## config.mk

```make
export PLATFORM = sky130hd
export DESIGN_NAME = lfp_frame_parser
export DESIGN_NICKNAME = d
export VERILOG_FILES = /design/src/rtl/lfp_pkg.sv /design/src/rtl/lfp_crc32_step.sv /design/src/rtl/lfp_link_status.sv /design/src/rtl/lfp_frame_parser.sv
export SDC_FILE = /design/constraint.sdc
export NUM_CORES = 1
export LEC_CHECK = 0
export CORE_AREA = 8 8 102 104
export CTS_CLUSTER_DIAMETER = 40
export CTS_CLUSTER_SIZE = 25
export DETAILED_ROUTE_END_ITERATION = 8
export DIE_AREA = 0 0 110 112
export PLACE_DENSITY = 0.8
export SKIP_CTS_REPAIR_TIMING = 1
export SLEW_MARGIN = 20
export SYNTH_ARGS = -nofsm -noshare
export SYNTH_HDL_FRONTEND = slang
export SYNTH_SLANG_ARGS = --single-unit
```

## constraint.sdc

```tcl
create_clock -name clk -period 4.76 [get_ports clk]
set_input_delay 0.952 -clock clk [delete_from_list [all_inputs] [get_ports clk]]
set_output_delay 0.952 -clock clk [all_outputs]
set_load 0.03 [all_outputs]
```

## src/rtl/lfp_pkg.sv

```systemverilog
package lfp_pkg;

  typedef enum logic [1:0] {
    ST_HUNT,
    ST_IDLE,
    ST_DATA,
    ST_TAIL
  } lfp_state_e;

  localparam logic [7:0] K_SOF   = 8'h3C;
  localparam logic [7:0] K_EOF   = 8'hFC;
  localparam logic [7:0] K_PAD   = 8'h9C;
  localparam logic [7:0] K_IDL_A = 8'h7C;
  localparam logic [7:0] K_IDL_K = 8'hBC;
  localparam logic [7:0] K_IDL_R = 8'h1C;

  localparam logic [31:0] CRC_GEN = 32'h04C11DB7;

  function automatic logic [31:0] flip32(input logic [31:0] v);
    logic [31:0] r;
    for (int i = 0; i < 32; i++) r[i] = v[31-i];
    return r;
  endfunction

endpackage

```

## src/rtl/lfp_crc32_step.sv

```systemverilog
module lfp_crc32_step
  import lfp_pkg::*;
(
  input  logic [31:0] crc_in,
  input  logic [7:0]  data,
  output logic [31:0] crc_out
);

  localparam logic [31:0] GEN_REFL = flip32(CRC_GEN);

  logic [31:0] work;

  always_comb begin
    work = crc_in;
    for (int b = 0; b < 8; b++) begin
      if (work[0] ^ data[b]) work = (work >> 1) ^ GEN_REFL;
      else                   work = work >> 1;
    end
    crc_out = work;
  end

endmodule

```

## src/rtl/lfp_link_status.sv

```systemverilog
module lfp_link_status (
  input  logic clk,
  input  logic rst_n,
  input  logic lane_ok,
  input  logic word_lock,
  output logic link_up
);

  always_ff @(posedge clk) begin
    if (!rst_n) link_up <= 1'b0;
    else        link_up <= lane_ok & word_lock;
  end


  link_up_chk: assert property (@(posedge clk) disable iff (!rst_n)
    link_up |-> $past(lane_ok && word_lock));

endmodule

```

## src/rtl/lfp_frame_parser.sv

```systemverilog
module lfp_frame_parser
  import lfp_pkg::*;
#(
  parameter int MAX_PAYLOAD = 128,
  parameter int IDLE_LEN    = 8
) (
  input  logic       clk,
  input  logic       rst_n,
  input  logic       lane_ok,
  input  logic       word_lock,
  input  logic       in_vld,
  input  logic       in_k,
  input  logic [7:0] in_byte,
  output logic       link_up,
  output logic       out_vld,
  output logic [7:0] out_byte,
  output logic       crc_err,
  output logic [7:0] far_token
);

  localparam int TAIL_LEN = 6;
  localparam int CNT_W    = $clog2(MAX_PAYLOAD + 1);
  localparam int POS_MAX  = (IDLE_LEN > TAIL_LEN) ? IDLE_LEN : TAIL_LEN;
  localparam int POS_W    = $clog2(POS_MAX);

  localparam logic [CNT_W-1:0] CNT_CAP   = CNT_W'(MAX_PAYLOAD);
  localparam logic [POS_W-1:0] IDLE_LAST = POS_W'(IDLE_LEN - 1);
  localparam logic [POS_W-1:0] TAIL_LAST = POS_W'(TAIL_LEN - 1);

  lfp_state_e       st;
  logic [CNT_W-1:0] cnt;
  logic [POS_W-1:0] pos;
  logic [31:0]      crc_q;
  logic [31:0]      crc_nxt;
  logic [31:0]      rcv_crc;

  logic lane_ready, is_sof, is_eof, is_idle_start;

  assign lane_ready    = lane_ok & word_lock;
  assign is_sof        = in_k && (in_byte == K_SOF);
  assign is_eof        = in_k && (in_byte == K_EOF);
  assign is_idle_start = in_k && ((in_byte == K_IDL_A) || (in_byte == K_IDL_K) ||
                                  (in_byte == K_IDL_R));

  lfp_link_status i_status (
    .clk       (clk),
    .rst_n     (rst_n),
    .lane_ok   (lane_ok),
    .word_lock (word_lock),
    .link_up   (link_up)
  );

  lfp_crc32_step i_crc (
    .crc_in  (crc_q),
    .data    (in_byte),
    .crc_out (crc_nxt)
  );

  always_ff @(posedge clk) begin
    if (!rst_n) begin
      st        <= ST_HUNT;
      cnt       <= '0;
      pos       <= '0;
      crc_q     <= '1;
      rcv_crc   <= '0;
      out_vld   <= 1'b0;
      out_byte  <= '0;
      crc_err   <= 1'b0;
      far_token <= '0;
    end else begin
      out_vld <= 1'b0;
      crc_err <= 1'b0;
      if (!lane_ready) begin
        st <= ST_HUNT;
      end else if (in_vld) begin
        unique case (st)
          ST_HUNT: begin
            if (is_sof) begin
              st    <= ST_DATA;
              cnt   <= '0;
              crc_q <= '1;
            end else if (is_idle_start) begin
              st  <= ST_IDLE;
              pos <= POS_W'(1);
            end
          end
          ST_IDLE: begin
            if (pos == IDLE_LAST) begin
              far_token <= in_byte;
              st        <= ST_HUNT;
            end else begin
              pos <= pos + 1'b1;
            end
          end
          ST_DATA: begin
            if (is_sof) begin
              crc_err <= 1'b1;
              cnt     <= '0;
              crc_q   <= '1;
            end else if (is_eof) begin
              st  <= ST_TAIL;
              pos <= '0;
            end else if (!in_k) begin
              if (cnt == CNT_CAP) begin
                crc_err <= 1'b1;
                st      <= ST_HUNT;
              end else begin
                out_vld  <= 1'b1;
                out_byte <= in_byte;
                crc_q    <= crc_nxt;
                cnt      <= cnt + 1'b1;
              end
            end
          end
          ST_TAIL: begin
            if (pos == TAIL_LAST) begin
              far_token <= in_byte;
              crc_err   <= (rcv_crc != ~crc_q);
              st        <= ST_HUNT;
            end else begin
              if (pos != '0) rcv_crc <= {in_byte, rcv_crc[31:8]};
              pos <= pos + 1'b1;
            end
          end
          default: st <= ST_HUNT;
        endcase
      end
    end
  end


  out_src_chk: assert property (@(posedge clk) disable iff (!rst_n)
    out_vld |-> $past(in_vld && !in_k));


  out_gate_chk: assert property (@(posedge clk) disable iff (!rst_n)
    out_vld |-> $past(lane_ok && word_lock));


  payload_cap_chk: assert property (@(posedge clk) disable iff (!rst_n)
    cnt <= CNT_CAP);


  token_src_chk: assert property (@(posedge clk) disable iff (!rst_n)
    !$stable(far_token) |-> $past(in_vld && lane_ready && (st == ST_IDLE || st == ST_TAIL)));


  err_src_chk: assert property (@(posedge clk) disable iff (!rst_n)
    crc_err |-> $past(in_vld && lane_ready && (st == ST_DATA || st == ST_TAIL)));

endmodule

```

# Word-level counts from Yosys, hierarchy flattened
# Cells that the tools add are included.
# classes
bitwise	27
n_mux	46
reduce_logical	18
add_sub_neg	2
eq_ne	27
# op_table
op	count
$mux W32	13
$not A13 Y14	8
$pmux W32 S2	1
$mux W8	7
$ne A32 B32 Y1	1
$not A32 Y32	1
$pmux W8 S2	2
$eq A8 B8 Y1 const B	3
$reduce_and A7 Y1	3
$mux W3	6
$ne A2 B2 Y1 const B	9
$ne A3 B3 Y1 const B	6
$mux W2	8
$pmux W3 S4	1
$reduce_and A5 Y1	2
$not A1 Y1	9
$add A8 B1 Y8 const B	1
$eq A8 B5 Y1 const B	1
$eq A8 B6 Y1 const B	1
$eq A8 B7 Y1 const B	1
$pmux W2 S4	1
$reduce_and A8 Y1	1
$xor A1 B1 Y1	8
$reduce_or A7 Y1	1
other kinds (14)	25
# totals
inputBits	14
word_cells	130
out_inout_bits	19
reg_bits	96

# Logic depth before layout (Yosys ltp)
# depth
word_depth	21
mapped_depth	9
mapped_depth_nobuf	7

# Hierarchy
# Synthesis repeated with hierarchy kept, for this count alone.
# hier_totals
hier_cells	583
hier_area_um2	5099.9
# by_module_without_submodules
mod	seq_area_each_um2	n_inst	cells_per_inst	area_each_um2
lfp_frame_parser	1901.8	1	511	4304.1
lfp_crc32_step	0.0	1	70	769.5
lfp_link_status	20.0	1	2	26.3

# Worst setup path before layout
# OpenSTA, ideal clock, no wires.
# synth_timing
path_kind	input -> register
from	in in_byte[1]
to	reg cnt[7]
n_path_buf	3
t_required_ns	4.643
setup_ns	0.117
arrival_ns	2.505
stages	8
slack_ns	2.137
path_cell_list	buf_2 -> nand2b_1 -> or3_4 -> a21oi_4 -> buf_6 -> nor3_1 -> buf_2 -> a32o_1
# synth_between
elab_chain_cells	4
elab_cells_between_ends	11
cone_classes	eq/ne: 6; mux: 2; reduce/logical: 3
# synth_rtl
element	line_no	source
from (decl)	lfp_frame_parser.sv:13	input logic [7:0] in_byte,
$eq A8 B6 Y1 or $eq A8 B8 Y1 (tied branches)	lfp_frame_parser.sv:40, lfp_frame_parser.sv:41	
$logic_and A1 B1 Y1 (on tied branches)	lfp_frame_parser.sv:40, lfp_frame_parser.sv:41	
$ne A3 B3 Y1 (no source line) (tied with other cells)	n/a	
$reduce_and A7 Y1 (no source line) or $pmux W8 S2 (tied branches)	n/a	
to (signal assigned)	lfp_frame_parser.sv:111	cnt <= cnt + 1'b1;
to (decl)	lfp_frame_parser.sv:31	logic [CNT_W-1:0] cnt;
# Parallel ways exist; a longest one is shown, timed or not.
# A chain may end at the register's enable or synchronous reset.

# Worst setup path in the final report
# layout_timing
from	in in_byte[5]
to	reg crc_q[20]
# layout_between
elab_chain_cells	4
elab_cells_between_ends	11
cone_classes	eq/ne: 6; mux: 2; reduce/logical: 3
# layout_rtl
element	line_no	source
$eq A8 B6 Y1 or $eq A8 B8 Y1 (tied branches)	lfp_frame_parser.sv:40, lfp_frame_parser.sv:41	
$logic_and A1 B1 Y1 (on tied branches)	lfp_frame_parser.sv:40, lfp_frame_parser.sv:41	
$ne A3 B3 Y1 (no source line) (tied with other cells)	n/a	
$reduce_and A7 Y1 (no source line) or $pmux W32 S2 (tied branches)	n/a	
to (signal assigned)	lfp_frame_parser.sv:110	crc_q <= crc_nxt;
to (decl)	lfp_frame_parser.sv:33	logic [31:0] crc_q;
# Parallel ways exist; a longest one is shown, timed or not.

==> results.md <==
* Status: finished, final reports clean
* Synth Area in Adders at 1.64%
* Post-synthesis net count at 601
* Mux share of post-synthesis cell area at 3.53%
* Final Hold Vio Count at 0
* Min-delay worst type: reg2reg
* Xor and xnor fraction of the mapped netlist area at about a fifth
* Crit path max fanout at 31
* Power Dens Cells at between 200 and 300 mW/mm^2
* DRT iter0 DRCs at 358
* Chip Height at 112 um
* Main combinational cell family by area after synthesis: XOR/XNOR gates
* Syn Inst Count at 581
* Clock latency on the worst-skew pair at 0.36 ns
* ANT cells at 0
* Critical Path RT at about 5.1 ns
* Routed Wire Length at 12.9 mm
* RePlAce Congestion at about 0.9
* Via density at 6.12
* FF+latch count, synth at 96
* Ports at 33
* Cell area after synthesis at 0.00518 mm^2
* Initial antenna violation count at 0
* Worst setup path category: in2reg
* Share of post-route cells with drive strength above 1 at 7.68%
* Fin util at 64.6%
* Die area at 0.0123 mm^2
* Maximum VDD drop at 0.000194 V
* Syn Area/Cell at 8.92 um^2
* Gr usage total at 21.5%
* EDFF count, synth at 0
* Final min period at around 3.5 ns
* Largest net degree at the start of global routing at 40
* Core Box Area at 0.00889 mm^2
* Seq/Total Area, Yosys at 37.1%
* IO buf count at 32
* CP arrival at approximately 3.8 ns
* Ys Warns at 0
* Clock root buffer master: clkbuf_8
* Pwr Total at 1.58 mW
* Initial Util at approximately three fifths
* Final setup viols at 0
* Area Growth Syn to Fin at 10.9%
* Die width at 110 um
* # clock sinks at 96
* Kind of start point of the critical path: primary input
* Row count at 35
* Most frequent cells in the layout: dfxtp_1, nand2_1, a21oi_1
* Least-Margin Pin Slew at 0.950 ns
* Final worst-path cycle share at 74.0%
* Clock Path Buffers at 2
* Post-synth cell types at 62
* Post-synthesis compound-gate area fraction at 15.3%
* Setup Skew at 0.0125 ns
* Vias in the first global route at 4196
* H-tree levels at 3
* Setup TNS at 0 ns
* Slew Limit Fails at 0
* Routed len/inst at roughly 18 um
* Synth Area in Simple Gates at between 10% and 20%
* Ys flop type: dfxtp_1
* Nets at between 600 and 700
* Fmax at approximately 280 MHz
* Async SR Flop Fraction at 0%
* Slew Limit Headroom at 36.2%
* Lkg Pwr at 2.02 nW
* Max_cap viols at 0
* Remaining Overflow, GRT at 0
* Detailed Place HPWL at 9.14 mm
* RSZ-0062 raised after global routing: false
* Post-DRT Antenna Nets at 0
* Worst-path clk slew at 0.09 ns
* Crit end category: register
* TritonCTS buffer count at 9
* CTS tree: built
* Initial DRT Pass Iterations at 5
* Via count at 4346
* First-pass GRT wire length at 21.1 mm
* Most common cell after layout, fill and taps aside: dfxtp_1
* DR DRC count at 0
-- state kept, by name, indices dropped and copies added, names as in the netlist --
| register | flops |
|---|---|
| crc_q | 32 |
| rcv_crc | 32 |
| st | 2 |
| cnt | 8 |
| out_byte | 8 |
| out_vld | 1 |
| pos | 3 |
| i_status.link_up | 1 |
| far_token | 8 |
| crc_err | 1 |
-- critical path, cell delays in order --
cell and delay (ns):
clkdlybuf4s50_1 0.88, or3b_4 0.50, o31ai_4 0.20, nand2_2 0.38, o21ai_2 0.69, a2bb2oi_1 0.21
-- power breakdown --
| group | internal (mW) | switching (mW) |
|---|---|---|
| Clock | 0.300 | 0.297 |
| Combinational | 0.0797 | 0.103 |
| Sequential | 0.803 | 0.000502 |
| Total | 1.18 | 0.400 |
-- kinds of logic (layout without fill, tap and decap cells) --
| family | after synthesis | count (layout) |
|---|---|---|
| AOI/OAI and AO/OA | 128 | 128 |
| xor gates and xnor gates | 106 | 106 |
| adders and majority gates | 7 | 7 |
| buffers and inverters | 46 | 64 |
| DFF | 96 | 96 |
| muxes | 18 | 18 |
| and+or+nand+nor | 180 | 180 |
-- synthesized netlist by cell type, types with 3 or more instances --
cell | n | area, um^2
nor2_1 | 11 | 41.3
buf_2 | 9 | 45.0
o21ai_0 | 5 | 25.0
xnor2_1 | 50 | 438
and3_1 | 8 | 50.1
a21oi_1 | 63 | 315
inv_1 | 9 | 33.8
mux2i_1 | 16 | 160
clkbuf_1 | 25 | 93.8
o31ai_1 | 7 | 52.6
nand3_1 | 17 | 85.1
nand4_1 | 11 | 68.8
nor3b_1 | 3 | 22.5
nand2b_1 | 3 | 18.8
nand2_1 | 87 | 327
xnor2_2 | 9 | 146
a2bb2oi_1 | 15 | 131
nor4_1 | 15 | 93.8
dfxtp_1 | 96 | 1920
o211ai_1 | 4 | 30.0
or4_1 | 5 | 37.5
xor2_1 | 42 | 368
ha_1 | 6 | 75.1
o21ai_1 | 19 | 95.1
-- stage by stage --
stage               setup WS, ns  cells  hold slack [ns]  instance area (um^2)
finish                      1.24    710            0.469                  5750
global route                1.14    710            0.496                  5750
CTS                         1.31    710            0.472                  5740
detailed placement         0.906    694            0.460                  5520
global placement            1.07    694            0.445                  5520
floorplan                   2.14    581            0.448                  5180
-- final timing paths --
kind / from / to / slack [ns] / cells after the start
max: in_byte[5] / crc_q[20] / 1.24 / 6
min reg2reg: rcv_crc[3] / rcv_crc[3] / 0.47 / 2
max reg2reg: st[1] / crc_q[9] / 2.29 / 6
min: rcv_crc[3] / rcv_crc[3] / 0.47 / 2
-- cell type report --
| type | count | area (um^2) |
|---|---|---|
| repair buffers | 38 | 365 |
| multi-input cells | 439 | 3060 |
| well taps | 111 | 139 |
| clock inverters | 6 | 92.6 |
| flip-flops and latches | 96 | 1920 |
| clock buffers | 10 | 128 |
| inverters | 10 | 37.5 |
| fillers | 729 | 3140 |
-- layer usage --
metal,track usage (%),vias to the layer above,share of wire (%)
li1,-,2057,-
met1,28.3,2083,44
met2,33.1,181,46
met3,5.49,25,7.6
met4,6.76,0,2.0
met5,0,-,0
Note: power is estimated with default switching activity, not from simulation.
